## config.mk

```make
export PLATFORM = sky130hd
export DESIGN_NAME = xlat_cache
export DESIGN_NICKNAME = d
export VERILOG_FILES = /design/src/rtl/xlat_pkg.sv /design/src/rtl/xlat_entry_array.sv /design/src/rtl/xlat_victim_ptr.sv /design/src/rtl/xlat_probe_gen.sv /design/src/rtl/xlat_cache.sv
export SDC_FILE = /design/constraint.sdc
export NUM_CORES = 2
export LEC_CHECK = 0
export BUFFER_PORTS_ARGS = -buffer_cell sky130_fd_sc_hd__buf_2
export CAP_MARGIN = 25
export CORE_MARGIN = 2
export CORE_UTILIZATION = 40
export CTS_CLUSTER_SIZE = 20
export DETAILED_ROUTE_END_ITERATION = 10
export GPL_TIMING_DRIVEN = 0
export PLACE_DENSITY = 0.58
export SLEW_MARGIN = 0
export SYNTH_ARGS = -nofsm -noshare
export SYNTH_HDL_FRONTEND = slang
export SYNTH_SLANG_ARGS = --single-unit
```

## constraint.sdc

```tcl
create_clock -name clk -period 10.26 [get_ports clk]
set_input_delay 0.513 -clock clk [delete_from_list [all_inputs] [get_ports clk]]
set_output_delay 0.513 -clock clk [all_outputs]
set_load 0.01 [all_outputs]
```

## src/rtl/xlat_pkg.sv

```systemverilog
package xlat_pkg;

    // Default geometry of the translation cache
    localparam int XL_ENTRIES    = 16;
    localparam int XL_VPN_W      = 20;
    localparam int XL_PPN_W      = 20;
    localparam int XL_PA_W       = 32;
    localparam int XL_TIDX_W     = 8;
    localparam int XL_TENT_SHIFT = 3;

    // Operation applied to the probe index register in a cycle
    typedef enum logic [1:0] {
        PROBE_HOLD = 2'd0,
        PROBE_LOAD = 2'd1,
        PROBE_STEP = 2'd2
    } probe_op_e;

    // Operation applied to one cache slot in a cycle
    typedef enum logic [1:0] {
        SLOT_KEEP  = 2'd0,
        SLOT_CLEAR = 2'd1,
        SLOT_FILL  = 2'd2
    } slot_op_e;

    // Picks the probe operation: a fresh start beats a retry
    function automatic probe_op_e probe_decode(input logic start, input logic retry);
        if (start)
            return PROBE_LOAD;
        else if (retry)
            return PROBE_STEP;
        else
            return PROBE_HOLD;
    endfunction

    // Picks the slot operation: flush, then fill, then page kill
    function automatic slot_op_e slot_decode(input logic flush, input logic fill,
                                             input logic kill);
        if (flush)
            return SLOT_CLEAR;
        else if (fill)
            return SLOT_FILL;
        else if (kill)
            return SLOT_CLEAR;
        else
            return SLOT_KEEP;
    endfunction

endpackage

```

## src/rtl/xlat_entry_array.sv

```systemverilog
module xlat_entry_array
    import xlat_pkg::*;
#(
    parameter int ENTRIES = XL_ENTRIES,
    parameter int VPN_W   = XL_VPN_W,
    parameter int PPN_W   = XL_PPN_W,
    localparam int SEL_W  = (ENTRIES > 1) ? $clog2(ENTRIES) : 1
) (
    input  logic               clk,
    input  logic               rst,
    input  logic [VPN_W-1:0]   lk_vpn,
    input  logic               flush,
    input  logic               kill_en,
    input  logic [VPN_W-1:0]   kill_vpn,
    input  logic               fill_en,
    input  logic [SEL_W-1:0]   fill_sel,
    input  logic [VPN_W-1:0]   fill_vpn,
    input  logic [PPN_W-1:0]   fill_ppn,
    output logic [ENTRIES-1:0] match,
    output logic [PPN_W-1:0]   ppn_merged
);

    typedef struct packed {
        logic             valid;
        logic [VPN_W-1:0] vpn;
        logic [PPN_W-1:0] ppn;
    } slot_t;

    logic [PPN_W-1:0] ppn_gated [ENTRIES];

    for (genvar g = 0; g < ENTRIES; g++) begin : g_slot
        slot_t    slot_q;
        slot_op_e op;

        assign op = slot_decode(flush,
                                fill_en && (fill_sel == SEL_W'(g)),
                                kill_en && slot_q.valid && (slot_q.vpn == kill_vpn));

        always_ff @(posedge clk) begin
            if (rst) begin
                slot_q <= '0;
            end else begin
                case (op)
                    SLOT_CLEAR: slot_q.valid <= 1'b0;
                    SLOT_FILL:  slot_q <= '{valid: 1'b1, vpn: fill_vpn, ppn: fill_ppn};
                    default:    slot_q <= slot_q;
                endcase
            end
        end

        assign match[g]     = slot_q.valid && (slot_q.vpn == lk_vpn);
        assign ppn_gated[g] = match[g] ? slot_q.ppn : '0;
    end

    always_comb begin
        ppn_merged = '0;
        for (int i = 0; i < ENTRIES; i++)
            ppn_merged |= ppn_gated[i];
    end

endmodule

```

## src/rtl/xlat_victim_ptr.sv

```systemverilog
module xlat_victim_ptr
    import xlat_pkg::*;
#(
    parameter int ENTRIES = XL_ENTRIES,
    localparam int SEL_W  = (ENTRIES > 1) ? $clog2(ENTRIES) : 1,
    localparam logic [SEL_W-1:0] LAST = SEL_W'(ENTRIES - 1)
) (
    input  logic             clk,
    input  logic             rst,
    input  logic             advance,
    output logic [SEL_W-1:0] ptr
);

    always_ff @(posedge clk) begin
        if (rst)
            ptr <= '0;
        else if (advance)
            ptr <= (ptr == LAST) ? '0 : ptr + 1'b1;
    end

endmodule

```

## src/rtl/xlat_probe_gen.sv

```systemverilog
module xlat_probe_gen
    import xlat_pkg::*;
#(
    parameter int VPN_W      = XL_VPN_W,
    parameter int PA_W       = XL_PA_W,
    parameter int TIDX_W     = XL_TIDX_W,
    parameter int TENT_SHIFT = XL_TENT_SHIFT
) (
    input  logic             clk,
    input  logic             rst,
    input  logic             base_we,
    input  logic [PA_W-1:0]  base_val,
    input  logic             start,
    input  logic [VPN_W-1:0] vpn,
    input  logic             retry,
    output logic [PA_W-1:0]  addr
);

    // Bit j collects every page bit whose position is j modulo TIDX_W
    function automatic logic [TIDX_W-1:0] fold_vpn(input logic [VPN_W-1:0] v);
        logic [TIDX_W-1:0] r;
        r = '0;
        for (int i = 0; i < VPN_W; i++)
            r[i % TIDX_W] ^= v[i];
        return r;
    endfunction

    logic [PA_W-1:0]   base_q;
    logic [TIDX_W-1:0] idx_q;
    probe_op_e         op;

    assign op = probe_decode(start, retry);

    always_ff @(posedge clk) begin
        if (rst)
            base_q <= '0;
        else if (base_we)
            base_q <= base_val;
    end

    always_ff @(posedge clk) begin
        if (rst) begin
            idx_q <= '0;
        end else begin
            case (op)
                PROBE_LOAD: idx_q <= fold_vpn(vpn);
                PROBE_STEP: idx_q <= idx_q + 1'b1;
                default:    idx_q <= idx_q;
            endcase
        end
    end

    assign addr = base_q + (PA_W'(idx_q) << TENT_SHIFT);

endmodule

```

## src/rtl/xlat_cache.sv

```systemverilog
module xlat_cache
    import xlat_pkg::*;
#(
    parameter int ENTRIES    = XL_ENTRIES,
    parameter int VPN_W      = XL_VPN_W,
    parameter int PPN_W      = XL_PPN_W,
    parameter int PA_W       = XL_PA_W,
    parameter int TIDX_W     = XL_TIDX_W,
    parameter int TENT_SHIFT = XL_TENT_SHIFT,
    localparam int SEL_W     = (ENTRIES > 1) ? $clog2(ENTRIES) : 1
) (
    input  logic               clk,
    input  logic               rst,
    input  logic [VPN_W-1:0]   lk_vpn,
    output logic               lk_hit,
    output logic [PPN_W-1:0]   lk_ppn,
    output logic [ENTRIES-1:0] lk_match,
    output logic               lk_multi,
    input  logic               wr_en,
    input  logic [VPN_W-1:0]   wr_vpn,
    input  logic [PPN_W-1:0]   wr_ppn,
    output logic [SEL_W-1:0]   victim_idx,
    input  logic               inv_all,
    input  logic               inv_one,
    input  logic [VPN_W-1:0]   inv_vpn,
    input  logic               base_we,
    input  logic [PA_W-1:0]    base_val,
    input  logic               pr_start,
    input  logic [VPN_W-1:0]   pr_vpn,
    input  logic               pr_retry,
    output logic [PA_W-1:0]    pr_addr
);

    // A write is dropped when a global flush shares its cycle
    logic wr_accept;
    assign wr_accept = wr_en && !inv_all;

    xlat_entry_array #(
        .ENTRIES (ENTRIES),
        .VPN_W   (VPN_W),
        .PPN_W   (PPN_W)
    ) u_array (
        .clk        (clk),
        .rst        (rst),
        .lk_vpn     (lk_vpn),
        .flush      (inv_all),
        .kill_en    (inv_one),
        .kill_vpn   (inv_vpn),
        .fill_en    (wr_accept),
        .fill_sel   (victim_idx),
        .fill_vpn   (wr_vpn),
        .fill_ppn   (wr_ppn),
        .match      (lk_match),
        .ppn_merged (lk_ppn)
    );

    xlat_victim_ptr #(
        .ENTRIES (ENTRIES)
    ) u_victim (
        .clk     (clk),
        .rst     (rst),
        .advance (wr_accept),
        .ptr     (victim_idx)
    );

    xlat_probe_gen #(
        .VPN_W      (VPN_W),
        .PA_W       (PA_W),
        .TIDX_W     (TIDX_W),
        .TENT_SHIFT (TENT_SHIFT)
    ) u_probe (
        .clk      (clk),
        .rst      (rst),
        .base_we  (base_we),
        .base_val (base_val),
        .start    (pr_start),
        .vpn      (pr_vpn),
        .retry    (pr_retry),
        .addr     (pr_addr)
    );

    assign lk_hit   = |lk_match;
    assign lk_multi = ($countones(lk_match) > 1);

endmodule

```

==> out/metrics.yaml <==
finish:
  n_fill_cell: 9072
  nNetsFinal: 4480
  final_core_util: 0.4634
  area_growth_syn_to_layout_pct: 14.80
  drive_above_1_share: 0.1137
routing:
  drc: 0
  antenna_left: 0
  vias: 31946
  drt-pass1-iter-count: 6
  drt_wl_total_mm: 160.2
  post_drt_wl_per_cell_um: 28.88
  dr.first_iter.drc_count: 4321
  vias_per_cell: 5.760
cts:
  hold_buffers: 0
  clk-insertion-delay-late_ns: 0.67
  clockBufferDepth: 3
  htree_levels: 3
  cts_sinks: 700
  cts_resized: 0
  postCtsSetupRepairBufs: 0
  numCtsBuffers: 81
  cts-root-buf: "clkbuf_16"
  clk_pin_slew_ns: 0.05
  cts_tree: "done"
power:
  power_w: 0.006421
  ir_drop_uv: 106.3
  intPower_w: 0.004722
  combinationalPowerShare: 0.098
  leakagePower_nw: 14.33
  p_clk_frac: 0.473
  swShare: 0.2646
  switchingPower_w: 0.001699
  pwr_density_cell_mw_per_mm2: 151.2
  p_seq_frac: 0.429
timing:
  rsz0062_at_grt: "false"
  worst_slew_pin_slew_ns: 1.202
  hold_viol: 0
  relSlewSlack: 0.1989
  fmax_mhz: 152.1
  setup_slack_ns: 3.684
  finalCritPeriodShare: 0.6409
  slew_viol_final: 0
  final.setup.tns_ns: 0
  whs_ns: 0.1107
  setup_violations: 0
  skew_ns: 0.03833
  min_period_ns: 6.576
synthesis:
  synth.area.top_cells: "dfxtp_1 (38%), mux2i_1 (19%), xnor2_1 (14%), nor2_1 (7.4%), nand3_1 (5.1%)"
  syn-cell-area_sq_mm: 0.03700
  synth_edf_count: 0
  ys.flop_type: "dfxtp_1"
  yosys.cell_count.top_type: "nor2_1"
  async_flop_share: 0
  avgSynthCellArea_sq_um: 9.212
  synth_common_cells: "nor2_1 (732), dfxtp_1 (700), mux2i_1 (688), xnor2_1 (598), nand3_1 (374)"
  ys_warn_count: 0
  ys_seq_elements: 700
  seq_area_frac_synth: 0.3788
  synth_nets: 4202
  yosysTopAreaCellShare: 0.3788
  ys_types: 40
  yosys.area.top_type: "dfxtp_1"
  syn-instance-count: 4016
critical_path:
  end_kind: "output port"
  crit_type: "in2out"
  crit_path_start_kind: "input port"
  cp_data_arrival_time_ns: 6.06
  cp.required_ns: 9.75
  path_max_fanout: 10
floorplanning:
  die_h_um: 308.1
  fp.dieArea_sq_mm: 0.09494
  std_cell_rows: 111
  io_pins: 214
  die-width_um: 308.1
  core-area_sq_mm: 0.09166
  initial_core_util: 0.4036
global_routing:
  grt_first_pass_wirelength_mm: 220.9
  grt_use_met3: 0.07696
  grt_max_degree: 14
  grt.met2_usage: 0.4860
  track_usage: 0.3284
  first_global_vias: 29583
  groute.layer.met1.usage: 0.4443
  grt.overflow.total: 0
  antenna_found_initial: 8
  top_usage_layer: "met2"
status:
  status: "finished clean"
place:
  post-dp-hpwl_mm: 117.8
  place_congestion: 0.9796
  io_buffers: 167
  pre_cts_ws_ns: 3.799
min_path:
  hold_path_class: "in2reg"
flow_run:
  maxCapViolCount: 0
## per-stage QoR
step / cell area, sq um / cells
3_5_place_dp: 39690 / 5392
4_1_cts: 42390 / 5535
2_1_floorplan: 37000 / 4016
5_1_grt: 42470 / 5544
3_3_place_gp: 39320 / 5369
6_report: 42470 / 5546
## per-layer routing
layer	wire (um)	vias up
met4	8839	0
met1	66160	15460
met3	18200	427
met2	66970	1929
li1	-	14130
met5	0	-
## registers in the layout (all words and copies together) (netlist names)
register               cells
u_array.g_slot.slot_q    656
u_probe.base_q            32
u_probe.idx_q              8
u_victim.ptr               4
## cell families (layout without fill, tap and decap cells)
group / count (synthesis) / in the layout / share of synthesized area
adders and majority gates: 46 / 46 / 0.01779
xor gates and xnor gates: 689 / 689 / 0.1660
other: 0 / 6 / 0
AOI/OAI and AO/OA: 37 / 37 / 0.006122
DFF: 700 / 700 / 0.3788
muxes: 688 / 688 / 0.1861
buffers and inverters: 385 / 723 / 0.05509
and+or+nand+nor: 1471 / 1471 / 0.1901
## power by group through the flow
stage | sequential [W] | combinational (W) | clock [W]
3_5_place_dp | 0.00282 | 0.000602 | 0
2_1_floorplan | 0.00281 | 0.000332 | 0
5_1_grt | 0.00276 | 0.000641 | 0.00315
3_3_place_gp | 0.00282 | 0.000587 | 0
6_report | 0.00276 | 0.000631 | 0.00303
4_1_cts | 0.00276 | 0.000605 | 0.00304
## worst paths after layout
kind,slack [ns],start,to,cells past startpoint
worst max register to register,6.74,u_victim.ptr[2],u_array.g_slot[4].slot_q[18],10
worst min-delay path,0.11,base_val[10],u_probe.base_q[10],3
worst min register to register,0.49,u_probe.base_q[23],u_probe.base_q[23],2
worst max-delay path,3.68,lk_vpn[1],lk_multi,19
## cell type report
class	instances	area (sq um)	area share
Antenna cell	6	15.01	0.0003535
Buffer	360	1944	0.04578
Clock buffer	114	2333	0.05494
Clock inverter	29	364.1	0.008573
Inverter	25	93.84	0.002209
Multi-Input combinational cell	2931	20950	0.4933
Sequential cell	700	14010	0.3299
Tap cell	1186	1484	0.03494
Timing Repair Buffer	195	1274	0.02999
## cell usage in the layout (no fill, tap or decap), types with 21 or more instances in the layout
| cell | count |
|---|---|
| mux2i_1 | 688 |
| nand3_1 | 374 |
| buf_6 | 34 |
| buf_1 | 44 |
| buf_8 | 32 |
| clkbuf_1 | 205 |
| clkbuf_16 | 83 |
| nor2_1 | 732 |
| nor4_1 | 36 |
| xor2_1 | 77 |
| dfxtp_1 | 700 |
| inv_1 | 25 |
| nor3_1 | 27 |
| nand4_1 | 200 |
| xnor2_1 | 598 |
| nand2_1 | 21 |
| ha_1 | 35 |
| buf_2 | 229 |
## critical path, cell delays in order
cell,delay (ns)
buf_4,0.26
buf_6,0.37
xnor2_1,0.16
nand4_1,0.12
nor4_2,0.83
buf_2,0.42
and2_1,0.30
fa_1,0.45
fa_1,0.58
fa_1,0.45
fa_1,0.49
ha_1,0.16
inv_1,0.06
fa_1,0.41
inv_1,0.07
nand3_1,0.06
o21ai_0,0.07
nand3_1,0.10
buf_2,0.15
Note: power is estimated with default switching activity, not from simulation.
